==> config.mk <==
export PLATFORM = sky130hd
export DESIGN_NAME = ipc_msg_unit
export DESIGN_NICKNAME = d
export VERILOG_FILES = /design/src/rtl/ipc_mu_pkg.sv /design/src/rtl/ipc_mu_chan.sv /design/src/rtl/ipc_mu_bell.sv /design/src/rtl/ipc_mu_rstseq.sv /design/src/rtl/ipc_mu_side.sv /design/src/rtl/ipc_msg_unit.sv
export SDC_FILE = /design/constraint.sdc
export NUM_CORES = 1
export LEC_CHECK = 0
export ABC_CLOCK_PERIOD_IN_PS = 1900
export BUFFER_PORTS_ARGS = -buffer_cell sky130_fd_sc_hd__buf_2
export CAP_MARGIN = 20
export CORE_MARGIN = 5
export CORE_UTILIZATION = 50
export CTS_CLUSTER_DIAMETER = 120
export DETAILED_ROUTE_END_ITERATION = 12
export GPL_TIMING_DRIVEN = 0
export PLACE_DENSITY = 0.7
export REMOVE_ABC_BUFFERS = 1
export SLEW_MARGIN = 20
export SYNTH_ARGS = -nofsm -noshare
export SYNTH_HDL_FRONTEND = slang
export SYNTH_SLANG_ARGS = --single-unit
export TNS_END_PERCENT = 20
==> constraint.sdc <==
create_clock -name clk -period 1.9 [get_ports clk]
set_input_delay 0.095 -clock clk [delete_from_list [all_inputs] [get_ports clk]]
set_output_delay 0.095 -clock clk [all_outputs]
set_load 0.02 [all_outputs]
==> src/rtl/ipc_mu_pkg.sv <==
// Shared constants for the messaging unit: channel count, word indices
// and the bit layout of the status and control words.
// Assumes exactly four channels per direction; the bit layout depends on it.
package ipc_mu_pkg;
    localparam int CH = 4;

    localparam int WIDX_SR  = 8;
    localparam int WIDX_CR  = 9;
    localparam int WIDX_RX0 = 4;

    localparam int BIT_RST_REQ  = 5;
    localparam int BIT_RST_BUSY = 7;

    // Bit holding slot-empty (status) or its enable (control) for channel n.
    function automatic int te_pos(input int n);
        return 20 + (CH - 1 - n);
    endfunction
    // Bit holding word-present (status) or its enable (control).
    function automatic int rf_pos(input int n);
        return 24 + (CH - 1 - n);
    endfunction
    // Bit holding doorbell-pending (status) or its enable (control).
    function automatic int gp_pos(input int n);
        return 28 + (CH - 1 - n);
    endfunction
    // Control bit that raises doorbell n toward the peer.
    function automatic int gr_pos(input int n);
        return 16 + (CH - 1 - n);
    endfunction
endpackage

==> src/rtl/ipc_mu_chan.sv <==
// One single-word channel in one direction. It holds the word and a
// "present" flag. The sender's slot-empty view is the inverse of the flag.
// Assumes wr and rd come from the two different sides.
module ipc_mu_chan #(
    parameter int DW = 32
) (
    input  logic          clk,
    input  logic          rst_n,
    input  logic          clr,
    input  logic          wr,
    input  logic [DW-1:0] wdata,
    input  logic          rd,
    output logic          full,
    output logic [DW-1:0] data
);
    // Presence flag: the write wins over a same-cycle read; soft reset empties it.
    always_ff @(posedge clk) begin
        if (!rst_n || clr)  full <= 1'b0;
        else if (wr)        full <= 1'b1;
        else if (rd)        full <= 1'b0;
    end

    // Word storage, loaded by the sender and cleared by soft reset.
    always_ff @(posedge clk) begin
        if (!rst_n || clr)  data <= '0;
        else if (wr)        data <= wdata;
    end

    assert_wr_sets_full_R2: assert property (@(posedge clk) disable iff (!rst_n)
        (wr && !clr) |=> full);
    assert_rd_clears_full_R3: assert property (@(posedge clk) disable iff (!rst_n)
        (rd && !wr && !clr) |=> !full);
    assert_clr_empties_R8: assert property (@(posedge clk) disable iff (!rst_n)
        clr |=> (!full && data == '0));
endmodule

==> src/rtl/ipc_mu_bell.sv <==
// One doorbell in one direction. A single flop serves as the requester's
// request bit and as the receiver's pending flag.
// Assumes req comes from the ringing side and ack from the peer.
module ipc_mu_bell (
    input  logic clk,
    input  logic rst_n,
    input  logic clr,
    input  logic req,
    input  logic ack,
    output logic pend
);
    // Pending state: a new request wins over a same-cycle acknowledge.
    always_ff @(posedge clk) begin
        if (!rst_n || clr)  pend <= 1'b0;
        else if (req)       pend <= 1'b1;
        else if (ack)       pend <= 1'b0;
    end

    assert_ack_clears_R6: assert property (@(posedge clk) disable iff (!rst_n)
        (ack && !req && !clr) |=> !pend);
    assert_req_sets_R5: assert property (@(posedge clk) disable iff (!rst_n)
        (req && !clr) |=> pend);
endmodule

==> src/rtl/ipc_mu_rstseq.sv <==
// Soft-reset sequencer. A start pulse holds busy for CYC cycles.
// A start pulse that arrives while busy is ignored.
module ipc_mu_rstseq #(
    parameter int CYC = 4
) (
    input  logic clk,
    input  logic rst_n,
    input  logic start,
    output logic busy
);
    localparam int CW = $clog2(CYC + 1);

    logic [CW-1:0] cnt;

    // Down-counter that runs the busy window.
    always_ff @(posedge clk) begin
        if (!rst_n)          cnt <= '0;
        else if (cnt != '0)  cnt <= cnt - 1'b1;
        else if (start)      cnt <= CW'(CYC);
    end

    assign busy = (cnt != '0);

    assert_start_sets_busy_R8: assert property (@(posedge clk) disable iff (!rst_n)
        (start && !busy) |=> busy);
    assert_busy_ends_R8: assert property (@(posedge clk) disable iff (!rst_n)
        (busy && cnt == CW'(1)) |=> !busy);
endmodule

==> src/rtl/ipc_mu_side.sv <==
// One side's register port. It decodes accesses, holds the interrupt
// enables, builds the status and control words and drives the interrupt.
// Channel and doorbell state sit outside this module; it sees them as
// inputs and drives strobes back. Accesses are ignored while busy.
module ipc_mu_side
    import ipc_mu_pkg::*;
#(
    parameter int DW = 32,
    parameter int AW = 6
) (
    input  logic                  clk,
    input  logic                  rst_n,
    input  logic                  busy,
    input  logic                  valid,
    input  logic                  write,
    input  logic [AW-1:0]         addr,
    input  logic [DW-1:0]         wdata,
    output logic [DW-1:0]         rdata,
    output logic                  irq,
    output logic [CH-1:0]         tx_wr,
    output logic [CH-1:0]         rx_rd,
    output logic [CH-1:0]         gir_set,
    output logic [CH-1:0]         gip_ack,
    output logic                  rst_req,
    input  logic [CH-1:0]         tx_full,
    input  logic [CH-1:0]         rx_full,
    input  logic [CH-1:0][DW-1:0] rx_data,
    input  logic [CH-1:0]         gir_q,
    input  logic [CH-1:0]         gip_q
);
    localparam int IW = AW - 2;

    logic [IW-1:0] widx;
    logic          hit, wr_acc, rd_acc, cr_wr;
    logic [CH-1:0] tie, rie, gie;
    logic [DW-1:0] sr, cr;

    // Access qualification: aligned, strobed and not in soft reset.
    always_comb begin
        widx   = addr[AW-1:2];
        hit    = valid && (addr[1:0] == 2'b00);
        wr_acc = hit && write && !busy;
        rd_acc = hit && !write && !busy;
        cr_wr  = wr_acc && (widx == IW'(WIDX_CR));
    end

    // Strobes toward the channels, doorbells and sequencer.
    always_comb begin
        rst_req = cr_wr && wdata[BIT_RST_REQ];
        for (int n = 0; n < CH; n++) begin
            tx_wr[n]   = wr_acc && (widx == IW'(n));
            rx_rd[n]   = rd_acc && (widx == IW'(WIDX_RX0 + n));
            gir_set[n] = cr_wr && !wdata[BIT_RST_REQ] && wdata[gr_pos(n)];
            gip_ack[n] = wr_acc && (widx == IW'(WIDX_SR)) && wdata[gp_pos(n)];
        end
    end

    // Interrupt enables: loaded by a control write without a reset request.
    always_ff @(posedge clk) begin
        if (!rst_n || busy) begin
            tie <= '0;
            rie <= '0;
            gie <= '0;
        end else if (cr_wr && !wdata[BIT_RST_REQ]) begin
            for (int n = 0; n < CH; n++) begin
                tie[n] <= wdata[te_pos(n)];
                rie[n] <= wdata[rf_pos(n)];
                gie[n] <= wdata[gp_pos(n)];
            end
        end
    end

    // Status and control word assembly.
    always_comb begin
        sr = '0;
        cr = '0;
        sr[BIT_RST_BUSY] = busy;
        for (int n = 0; n < CH; n++) begin
            sr[te_pos(n)] = !tx_full[n];
            sr[rf_pos(n)] = rx_full[n];
            sr[gp_pos(n)] = gip_q[n];
            cr[te_pos(n)] = tie[n];
            cr[rf_pos(n)] = rie[n];
            cr[gp_pos(n)] = gie[n];
            cr[gr_pos(n)] = gir_q[n];
        end
    end

    // Read data mux; outgoing slots and unmapped words read as zero.
    always_comb begin
        rdata = '0;
        if (hit && !write) begin
            if (widx == IW'(WIDX_SR))      rdata = sr;
            else if (widx == IW'(WIDX_CR)) rdata = cr;
            else begin
                for (int n = 0; n < CH; n++)
                    if (widx == IW'(WIDX_RX0 + n)) rdata = rx_data[n];
            end
        end
    end

    // Interrupt: OR of every enabled source.
    assign irq = |((~tx_full & tie) | (rx_full & rie) | (gip_q & gie));

    assert_no_enable_no_irq_R7: assert property (@(posedge clk) disable iff (!rst_n)
        (tie == '0 && rie == '0 && gie == '0) |-> !irq);
    assert_busy_blocks_R9: assert property (@(posedge clk) disable iff (!rst_n)
        busy |-> (tx_wr == '0 && rx_rd == '0 && gir_set == '0 && gip_ack == '0));
    assert_enables_cleared_R8: assert property (@(posedge clk) disable iff (!rst_n)
        busy |=> (tie == '0 && rie == '0 && gie == '0));
endmodule

==> src/rtl/ipc_msg_unit.sv <==
// Top of the messaging unit. It joins two register ports through CH data
// channels and CH doorbells in each direction, plus a shared soft-reset
// sequencer. One clock domain is assumed for both sides.
module ipc_msg_unit
    import ipc_mu_pkg::*;
#(
    parameter int DW         = 32,
    parameter int AW         = 6,
    parameter int RST_CYCLES = 4
) (
    input  logic          clk,
    input  logic          rst_n,
    input  logic          a_valid,
    input  logic          a_write,
    input  logic [AW-1:0] a_addr,
    input  logic [DW-1:0] a_wdata,
    output logic [DW-1:0] a_rdata,
    output logic          a_irq,
    input  logic          b_valid,
    input  logic          b_write,
    input  logic [AW-1:0] b_addr,
    input  logic [DW-1:0] b_wdata,
    output logic [DW-1:0] b_rdata,
    output logic          b_irq
);
    logic                  busy;
    logic                  a_rst_req, b_rst_req;
    logic [CH-1:0]         a_tx_wr, a_rx_rd, a_gir_set, a_gip_ack;
    logic [CH-1:0]         b_tx_wr, b_rx_rd, b_gir_set, b_gip_ack;
    logic [CH-1:0]         ab_full, ba_full, ab_bell, ba_bell;
    logic [CH-1:0][DW-1:0] ab_data, ba_data;

    ipc_mu_rstseq #(.CYC(RST_CYCLES)) u_rstseq (
        .clk(clk), .rst_n(rst_n), .start(a_rst_req || b_rst_req), .busy(busy)
    );

    ipc_mu_side #(.DW(DW), .AW(AW)) u_side_a (
        .clk(clk), .rst_n(rst_n), .busy(busy),
        .valid(a_valid), .write(a_write), .addr(a_addr), .wdata(a_wdata),
        .rdata(a_rdata), .irq(a_irq),
        .tx_wr(a_tx_wr), .rx_rd(a_rx_rd), .gir_set(a_gir_set), .gip_ack(a_gip_ack),
        .rst_req(a_rst_req),
        .tx_full(ab_full), .rx_full(ba_full), .rx_data(ba_data),
        .gir_q(ab_bell), .gip_q(ba_bell)
    );

    ipc_mu_side #(.DW(DW), .AW(AW)) u_side_b (
        .clk(clk), .rst_n(rst_n), .busy(busy),
        .valid(b_valid), .write(b_write), .addr(b_addr), .wdata(b_wdata),
        .rdata(b_rdata), .irq(b_irq),
        .tx_wr(b_tx_wr), .rx_rd(b_rx_rd), .gir_set(b_gir_set), .gip_ack(b_gip_ack),
        .rst_req(b_rst_req),
        .tx_full(ba_full), .rx_full(ab_full), .rx_data(ab_data),
        .gir_q(ba_bell), .gip_q(ab_bell)
    );

    for (genvar n = 0; n < CH; n++) begin : g_link
        ipc_mu_chan #(.DW(DW)) u_ab (
            .clk(clk), .rst_n(rst_n), .clr(busy), .wr(a_tx_wr[n]), .wdata(a_wdata),
            .rd(b_rx_rd[n]), .full(ab_full[n]), .data(ab_data[n])
        );
        ipc_mu_chan #(.DW(DW)) u_ba (
            .clk(clk), .rst_n(rst_n), .clr(busy), .wr(b_tx_wr[n]), .wdata(b_wdata),
            .rd(a_rx_rd[n]), .full(ba_full[n]), .data(ba_data[n])
        );
        ipc_mu_bell u_bell_ab (
            .clk(clk), .rst_n(rst_n), .clr(busy), .req(a_gir_set[n]),
            .ack(b_gip_ack[n]), .pend(ab_bell[n])
        );
        ipc_mu_bell u_bell_ba (
            .clk(clk), .rst_n(rst_n), .clr(busy), .req(b_gir_set[n]),
            .ack(a_gip_ack[n]), .pend(ba_bell[n])
        );
    end
endmodule

; ---- Word-level counts from Yosys, hierarchy flattened
; Index checks and enable logic that the tools add are counted.
[totals]
regBits = 299
wordCells = 200
[classes]
bitwise = 12
reduce_logical = 90
muxes = 48
n_addsub = 1
eq_ne = 18
[op_table]
columns = cell, count
row1 = $mux W32, 14
row2 = $logic_and A1 B1 Y1, 50
row3 = $reduce_bool A2 Y1, 17
row4 = $eq A4 B3 Y1 const B, 8
row5 = $mux W1, 32
row6 = $and A4 B4 Y4, 6
row7 = $eq A4 B2 Y1 const B, 4
row8 = $eq A4 B4 Y1 const B, 4
row9 = $or A4 B4 Y4, 4
row10 = $logic_not A1 Y1, 14
row11 = $eq A4 B1 Y1 const B, 2
row12 = $logic_not A4 Y1, 2
row13 = $not A4 Y4, 2
row14 = $reduce_or A4 Y1, 2
row15 = $mux W3, 2
row16 = $logic_not A2 Y1, 2
row17 = $reduce_bool A3 Y1, 1
row18 = $sub A3 B1 Y3 const B, 1
row19 = $logic_or A1 B1 Y1, 2

; ---- Depth between registers and ports, before layout
; Gate-level depths: netlist (run 1).
[depth]
word_depth = 9
depth_mapped = 8
ltp_nobuf = 4

; ---- Cells and area by module
; Synthesis (run 1) repeated with hierarchy kept, for this count alone.
[hier_totals]
cells_unflattened = 1394
hier_area_um2 = 14377.5
[modules_own_cells]
columns = module, area_per_inst_um2, cells_per_inst, seq_area_each_um2, instances
row1 = ipc_mu_chan, 1231.2, 109, 660.6, 8
row2 = ipc_mu_side, 2029.4, 237, 240.2, 2
row3 = ipc_mu_bell, 40.0, 4, 20.0, 8
row4 = ipc_mu_rstseq, 142.6, 15, 60.1, 1
row5 = ipc_msg_unit, 6.3, 1, 0.0, 1

; ---- Worst setup path after synthesis (run 1)
; OpenSTA, ideal clock, no wires.
[synth_path]
path_kind = input to output
startpoint = input b_write
endpoint = output b_rdata[23]
slack_ns = -0.151
t_required_ns = 1.805
arrival_time_ns = 1.956
n_path_buf = 2
path_stages = 4
path_cell_list = or4b_1 -> buf_2 -> buf_2 -> a2111oi_0
[synth_between]
elab_chain_len = 3
[synth_lines]
columns = element, line
row1 = "start, declared", ipc_msg_unit.sv:20  ; input logic b_write,
row2 = $logic_not A1 Y1, ipc_mu_side.sv:92  ; if (hit && !write) begin
row3 = $logic_and A1 B1 Y1, ipc_mu_side.sv:92
row4 = $mux W32, ipc_mu_side.sv:92
row5 = "end, declared", ipc_msg_unit.sv:23  ; output logic [DW-1:0] b_rdata,
; Every way passes these cells.

; ---- Worst setup path after layout (run 1)
[layout_path]
startpoint = register g_link[2].u_ab.data[22]
endpoint = output b_rdata[22]
[layout_between]
elab_chain_len = 5
[layout_lines]
columns = element, line
row1 = "start, declared", ipc_mu_chan.sv:14  ; output logic [DW-1:0] data
row2 = "start signal, assigned", ipc_mu_chan.sv:26  ; else if (wr) data <= wdata;
row3 = $mux W32 (2 in series), ipc_mu_side.sv:97  ; if (widx == IW'(WIDX_RX0 + n)) rdata = rx_data[n];
row4 = $mux W32, ipc_mu_side.sv:94  ; else if (widx == IW'(WIDX_CR)) rdata = cr;
row5 = $mux W32, ipc_mu_side.sv:93  ; if (widx == IW'(WIDX_SR)) rdata = sr;
row6 = $mux W32, ipc_mu_side.sv:92
; Every way passes these cells.

==> results.md, run 1 <==
| Parameter | Value |
|:---|:---|
| Root buffer cell | clkbuf_16 |
| Number of synthesized register bits | 299 |
| First-pass detailed-route iteration total | 6 |
| Number of placed cells counting well taps | 1,889 |
| Sequential area share after synthesis | 0.4633 |
| Relative area change from synthesis to final layout | 27.98% |
| Buffer and inverter count on the worst path | 1 |
| Diode insertion count for antenna repair | 0 |
| Layout Utilization | 0.6529 |
| Post-CTS clock slew at the launch and capture registers of the worst setup and hold paths | 0.06 ns |
| Synthesized instance count | 1,521 |
| Worst-Skew Late Latency | 0.56 ns |
| Largest stage delay, worst path | 0.37 ns |
| Largest driver fanout on the critical path | 2 |
| Starting DRT DRC Count | 1,330 |
| Reported leakage power | 6.113 nW |
| Total of buffers placed on input and output ports | 147 |
| Async SR Flop Fraction | 0 |
| Total global routing track utilization | 0.2641 |
| Post-route minimum period | 1.942 ns |
| Post-layout instance area | 16,540 um^2 |
| Count of final hold-check violations | 0 |
| Syn. warnings | 0 |
| Ratio of cells with drive above 1 in the final layout | 0.1992 |
| Non-Filler Instances | 2,057 |
| Vias | 12,450 |
| Worst-case headroom to the max-slew limit | 0.4542 |
| Starting utilization of the core area | 0.5102 |
| Layout Skew | 0.007866 ns |
| Area of the die | 29,160 um^2 |
| Max Clock Freq | 515.0 MHz |
| Type of destination of the critical path | output port |
| Crit path max-delay family | compound AO/OA/AOI/OAI gates |
| Cell area power density | 800.4 nW/um^2 |
| Remaining DRCs | 0 |
| Final Net Count | 1,787 |
| Die span in y | 170.8 um |
| Most frequent cell after synthesis | dfxtp_1 |
| Initial antenna violation count | 1 |
| Flip-flop cell with the highest count after synthesis | dfxtp_1 |
| Pin count of the biggest net entering global routing | 74 |
| GP Congestion | 0.8247 |
| Post-route worst setup slack | -0.04190 ns |
| Avg Synthesized Cell Area | 8.495 um^2 |
| Number of buffers on the longest clock path | 3 |
| Synth unique cells | 48 |
| Antenna-violating nets left | 0 |
| Hold_sp | a_addr[1] |
| Combined area of the multi-input logic cells | 6385 um^2 |
| RSZ-0062 raised after global routing | true |
| Site row count | 58 |
| Global route total overflow | 0 |
| Class of the tightest hold or removal check | input pin to flop |
| Max-cap violation count | 0 |
| Setup crit start kind | flop |
| Vias per Instance | 6.054 |
| Number of synthesized flops with an enable pin | 0 |
| Number of clock buffers inserted by TritonCTS | 31 |
| Total of endpoints with negative setup slack in the final report | 2 |
| Number of top-level design ports | 148 |
| Core region area | 25,330 um^2 |
| Post-Route Setup TNS | -0.04447 ns |
| Startpoint of the worst register-to-register path | u_rstseq.cnt[1] |
| Endpoint required time on the critical path | 1.80 ns |
| TritonCTS clock tree | done |
| Die extent in x | 170.8 um |
| Leading post-synthesis cells by cell area | dfxtp_1, nand3_1, o21ai_0 |
| Leading post-synthesis cells by instance count | dfxtp_1, nand3_1, o21ai_0 |
| Violated checks | setup timing |
| Worst Tran Pin Value | 0.8166 ns |
| Area of the mapped netlist | 12,920 um^2 |
| Deepest level of the CTS H-tree | 1 |
| Crit path DAT | 1.85 ns |
| Ordered cell list for the critical path | mux2i_1 > o2bb2ai_1 > a221oi_2 > a2111oi_4 > buf_4 |
| First-pass GRT wire length | 62,630 um |
| Status | complete, but fails checks |
| Area share of the leading cell type in the synthesized netlist | 0.4633 |
| Launch point of the worst path | g_link[2].u_ab.data[22] |
| Instance area after placement | 14,060 um^2 |
| CTS Sinks | 299 |
| Worst vdd ir | 0.6881 mV |
| Post-route fraction of the period consumed by the critical path | 1.022 |
| Final Routed Wirelength | 40,830 um |
| Sequential cell area | 6003 um^2 |
| Max Slew Vio Count | 0 |
| Pre-CTS setup slack | -1.395 ns |
| Filler Cells Inserted | 2,114 |
| Routed len/inst | 19.85 um |
| Number of global-route vias before repair | 11,590 |
| Post-synthesis cell type with the largest combined area | dfxtp_1 |
| Dpl hpwl | 24,930 um |
| Cell at the slowest stage of the critical path | a2111oi_4 |
| Setup CP Type | flop to output port |
[registers in the layout (all words and copies together) (netlist names)]
register,cells
g_link.u_ab.data,128
g_link.u_ba.data,128
g_link.u_ab.full,4
g_link.u_ba.full,4
g_link.u_bell_ab.pend,4
g_link.u_bell_ba.pend,4
u_side_a.gie,4
u_side_a.rie,4
u_side_a.tie,4
u_side_b.gie,4
u_side_b.rie,4
u_side_b.tie,4
u_rstseq.cnt,3
[kinds of logic after synthesis]
logic type | synth area share
compound gates | 0.2275
simple gates | 0.1964
buf+inv | 0.05965
mux | 0.05326
flops | 0.4633
[worst paths after layout]
path	to	slack, ns	cells after the start
setup / recovery	b_rdata[22]	-0.04	5
hold / removal	g_link[2].u_ba.full	0.12	4
setup reg to reg	g_link[0].u_ab.data[17]	0.02	9
hold reg to reg	g_link[0].u_ab.data[8]	0.45	2
[timing repair]
action,CTS,global route
setup endpoints to repair,363,249
hold endpoints to repair,291,0
gates resized for setup,46,36
cloned,7,2
setup buffers,21,19
pin swaps,11,9
hold buffers,65,0
[report_power, final]
part	total, mW	leakage, nW	internal, mW	switching, mW
logic	1.04	3.21	0.426	0.615
clock network	5.91	0.487	3.42	2.49
registers	6.29	2.41	6.28	0.00825
total	13.2	6.11	10.1	3.11
[cells in the final DEF, fill, tap and decap left out, types with 4 or more instances in the layout]
cell type        n
dfxtp_1        289
nand3_1        259
o21ai_0        199
buf_2          135
nand2_1        129
o21ai_1         71
dlygate4sd3_1   65
mux2i_1         62
o2bb2ai_1       56
nor2_1          43
buf_4           41
a21oi_1         40
a22oi_1         35
clkbuf_16       33
o22ai_1         27
buf_6           25
a221oi_1        23
nor3_1          17
buf_8           14
inv_1           11
a211oi_1         9
buf_12           9
and3_1           8
clkinv_2         8
dfxtp_2          8
a221oi_2         7
nand4_1          7
nor2b_1          7
clkbuf_1         7
buf_16           7
bufbuf_16        5
a22o_1           4
nor2b_4          4
a2111oi_2        4
clkbuf_8         4
[routing by layer]
layer,GRT usage,up-vias,wire [um]
met3,0.05522,105,3668
met2,0.4312,585,18950
met4,0.08715,2,1217
met1,0.3511,5812,16980
li1,-,5949,-
met5,0,-,13
[tightest hold or removal path: cells and delay by family]
kind	cells	cell delay (ns)
AOI/OAI and AO/OA	2	0.33
buffers and inverters	1	0.11
and+or+nand+nor	1	0.10
[stage by stage]
stage	total power [mW]	hold slack, ns
floorplan	6.767	0.2355
global placement	7.122	0.3649
detailed placement	7.183	0.3667
CTS	13.25	0.07863
global route	13.70	0.1247
finish	13.23	0.1197
[final cells by class]
type | instances | share of cell area
Multi-Input combinational cell | 1059 | 0.3861
Timing Repair Buffer | 303 | 0.1640
Tap cell | 330 | 0.02497
Clock inverter | 13 | 0.007567
Sequential cell | 299 | 0.3630
Clock buffer | 42 | 0.05183
Inverter | 11 | 0.002497
No activity file was read; power rests on OpenSTA's default activity.
==> inputs of run 2 (changes only) <==
--- a/config.mk
+++ b/config.mk
@@ -7,13 +7,14 @@
 export LEC_CHECK = 0
 export ABC_CLOCK_PERIOD_IN_PS = 1900
 export BUFFER_PORTS_ARGS = -buffer_cell sky130_fd_sc_hd__buf_2
-export CAP_MARGIN = 20
+export CELL_PAD_IN_SITES_DETAIL_PLACEMENT = 1
+export CELL_PAD_IN_SITES_GLOBAL_PLACEMENT = 1
 export CORE_MARGIN = 5
-export CORE_UTILIZATION = 50
+export CORE_UTILIZATION = 44
 export CTS_CLUSTER_DIAMETER = 120
 export DETAILED_ROUTE_END_ITERATION = 12
 export GPL_TIMING_DRIVEN = 0
-export PLACE_DENSITY = 0.7
+export PLACE_DENSITY_LB_ADDON = 0.1
 export REMOVE_ABC_BUFFERS = 1
 export SLEW_MARGIN = 20
 export SYNTH_ARGS = -nofsm -noshare
==> results.md, run 2 (synthesis results as in run 1) <==
| Parameter | Value | vs previous |
|:---|:---|:---|
| Area of the die | 32,890 um^2 | was 29,160 um^2 |
| Total of endpoints with negative setup slack in the final report | 3 | was 2 |
| Starting utilization of the core area | 0.4478 | was 0.5102 |
| Core region area | 28,860 um^2 | was 25,330 um^2 |
| Status | complete, but fails checks | unchanged |
| First-pass GRT wire length | 71,390 um | was 62,630 um |
| Layout Utilization | 0.5773 | was 0.6529 |
| Post-route minimum period | 2.021 ns | was 1.942 ns |
| Initial antenna violation count | 0 | was 1 |
| Post-route fraction of the period consumed by the critical path | 1.064 | was 1.022 |
| Pin count of the biggest net entering global routing | 51 | was 74 |
| Ratio of cells with drive above 1 in the final layout | 0.1930 | was 0.1992 |
| Non-Filler Instances | 2,105 | was 2,057 |
| Reg-to-reg slack, setup | -0.01 ns | was 0.02 ns |
| Instance area after placement | 14,080 um^2 | was 14,060 um^2 |
| Max Clock Freq | 494.7 MHz | was 515.0 MHz |
| TritonCTS clock tree | done | unchanged |
| Largest stage delay, worst path | 0.50 ns | was 0.37 ns |
| Endpoint required time on the critical path | 1.80 ns | about the same |
| Ordered cell list for the critical path | mux2i_2 > o2bb2ai_2 > a221oi_2 > a2111oi_2 > buf_2 | was mux2i_1 > o2bb2ai_1 > a221oi_2 > a2111oi_4 > buf_4 |
| Number of global-route vias before repair | 12,690 | was 11,590 |
| Most frequent cells in the layout | dfxtp_1, nand3_1, o21ai_0, buf_2, nand2_1 | unchanged |
| Number of cells on the worst hold path | 4 | unchanged |
| Logic pwr share | 0.075 | was 0.079 |
| Hold_sp | a_addr[1] | unchanged |
| Cell at the slowest stage of the critical path | a2111oi_2 | was a2111oi_4 |
| Deepest level of the CTS H-tree | 2 | was 1 |
| Crit path DAT | 1.93 ns | was 1.85 ns |
| Total global routing track utilization | 0.2663 | was 0.2641 |
| Max-cap violation count | 0 | unchanged |
| Vias per Instance | 5.909 | was 6.054 |
| Worst vdd ir | 0.6155 mV | was 0.6881 mV |
| CTS Sinks | 299 | unchanged |
| Capture endpoint of the worst hold path | g_link[2].u_ba.full | unchanged |
| Root buffer cell | clkbuf_16 | unchanged |
| Cell area power density | 846.6 nW/um^2 | was 800.4 nW/um^2 |
| Worst Tran Pin Value | 0.7991 ns | was 0.8166 ns |
| Setup crit start kind | flop | unchanged |
| Max Slew Vio Count | 0 | unchanged |
| Number of top-level design ports | 148 | unchanged |
| Global route total overflow | 0 | unchanged |
| First-pass detailed-route iteration total | 5 | was 6 |
| Dpl hpwl | 27,690 um | was 24,930 um |
| Routed len/inst | 21.79 um | was 19.85 um |
| Startpoint of the worst register-to-register path | u_rstseq.cnt[2] | was u_rstseq.cnt[1] |
| Biggest regs | g_link.u_ab.data (128), g_link.u_ba.data (128) | unchanged |
| Type of destination of the critical path | output port | unchanged |
| Die extent in x | 181.4 um | was 170.8 um |
| Final Net Count | 1,777 | was 1,787 |
| Total of buffers placed on input and output ports | 147 | unchanged |
| Layout Skew | 0.01407 ns | was 0.007866 ns |
| RSZ-0062 raised after global routing | true | unchanged |
| Site row count | 62 | was 58 |
| Worst-case headroom to the max-slew limit | 0.4650 | was 0.4542 |
| Clk pwr share | 0.479 | was 0.446 |
| Relative area change from synthesis to final layout | 28.93% | was 27.98% |
| Remaining DRCs | 0 | unchanged |
| Starting DRT DRC Count | 689 | was 1,330 |
| Die span in y | 181.4 um | was 170.8 um |
| Switching power summed over all nets | 3.310 mW | was 3.112 mW |
| Post-CTS clock slew at the launch and capture registers of the worst setup and hold paths | 0.06 ns | about the same |
| End of the worst register-to-register path | g_link[3].u_ba.data[9] | was g_link[0].u_ab.data[17] |
| Largest driver fanout on the critical path | 2 | unchanged |
| Worst-Skew Late Latency | 0.52 ns | was 0.56 ns |
| Antenna-violating nets left | 0 | unchanged |
| Setup CP Type | flop to output port | unchanged |
| Reported leakage power | 6.114 nW | was 6.113 nW |
| Fraction of power consumed by sequential logic | 0.446 | was 0.475 |
| Number of clock buffers inserted by TritonCTS | 34 | was 31 |
| Count of final hold-check violations | 0 | unchanged |
| Number of placed cells counting well taps | 1,940 | was 1,889 |
| Vias | 12,440 | was 12,450 |
| Final Routed Wirelength | 45,860 um | was 40,830 um |
| Most common cell after layout, fill and taps aside | dfxtp_1 | unchanged |
| Number of cells on the worst reg-to-reg path | 8 | was 9 |
| Post-layout instance area | 16,660 um^2 | was 16,540 um^2 |
| Post-route worst setup slack | -0.1213 ns | was -0.04190 ns |
| GP Congestion | 0.8027 | was 0.8247 |
| Class of the tightest hold or removal check | input pin to flop | unchanged |
| Total internal power | 10.80 mW | was 10.12 mW |
| Switching share of power | 0.2346 | was 0.2352 |
| Number of buffers on the longest clock path | 3 | unchanged |
| Launch point of the worst path | g_link[0].u_ba.data[23] | was g_link[2].u_ab.data[22] |
| Violated checks | setup timing | unchanged |
[run 2: cell types whose count changed in the layout (fill, tap and decap cells not counted), moves of 4 or more]
cell,delta
dfxtp_1,+5
buf_16,+4
buf_8,-6
buf_4,-14
clkbuf_16,+6
[run 2: timing repair]
| action | in CTS | in global routing |
|---|---|---|
| gates resized for setup | 55 | 21 |
| pin swaps | 10 | 22 |
| endpoints found under the hold margin | 279 | 0 |
| hold buffers | 65 | 0 |
| endpoints found under the setup margin | 361 | 167 |
| setup buffers | 18 | 9 |
| gates cloned | 9 | 2 |
[run 2: how the worst max path moves through the flow]
stage                                   end  cells after the start
floorplan           g_link[2].u_ab.data[16]                      4
global placement    g_link[2].u_ab.data[18]                      4
detailed placement  g_link[1].u_ab.data[17]                      8
CTS                 g_link[1].u_ba.data[14]                      8
global route                    a_rdata[23]                      5
finish                          a_rdata[23]                      5
[run 2: cell type report]
class	instances	area (um^2)
Tap cell	384	480.5
Sequential cell	299	5992
Clock buffer	51	1049
Fill cell	3360	12200
Antenna cell	1	2.502
Clock inverter	10	102.6
Inverter	11	41.29
Timing Repair Buffer	289	2609
Multi-Input combinational cell	1060	6384
[run 2: worst max-delay path: cells and delay by family, from the launching register on]
| family | cells | cell delay, ns |
|---|---|---|
| compound gates | 3 | 0.75 |
| flops | 1 | 0.33 |
| buf+inv | 1 | 0.26 |
| mux | 1 | 0.07 |
[run 2: power by group through the flow]
stage	logic (mW)	registers [mW]	clock network [mW]
floorplan	0.340	6.43	0
global placement	0.725	6.43	0
detailed placement	0.783	6.43	0
CTS	1.02	6.29	6.87
global route	1.12	6.29	7.12
finish	1.06	6.29	6.75
[run 2: routing by layer]
metal | vias to the layer above | part of all wire | track usage
li1 | 5947 | - | -
met1 | 6108 | 0.44 | 0.3441
met2 | 316 | 0.49 | 0.4628
met3 | 67 | 0.052 | 0.04102
met4 | 0 | 0.021 | 0.07505
met5 | - | 0 | 0
[run 2: metrics by stage]
stage / setup slack, ns / TNS (ns) / hold WS (ns) / power, mW
6_report: -0.1213 / -0.1471 / 0.1405 / 14.10
5_1_grt: -0.1318 / -1.086 / 0.1453 / 14.53
4_1_cts: -0.1152 / -1.243 / 0.1141 / 14.18
3_5_place_dp: -1.400 / -245.44 / 0.3843 / 7.213
3_3_place_gp: -9.925 / -2645.08 / 0.3777 / 7.154
2_1_floorplan: -5.477 / -1466.42 / 0.2355 / 6.767
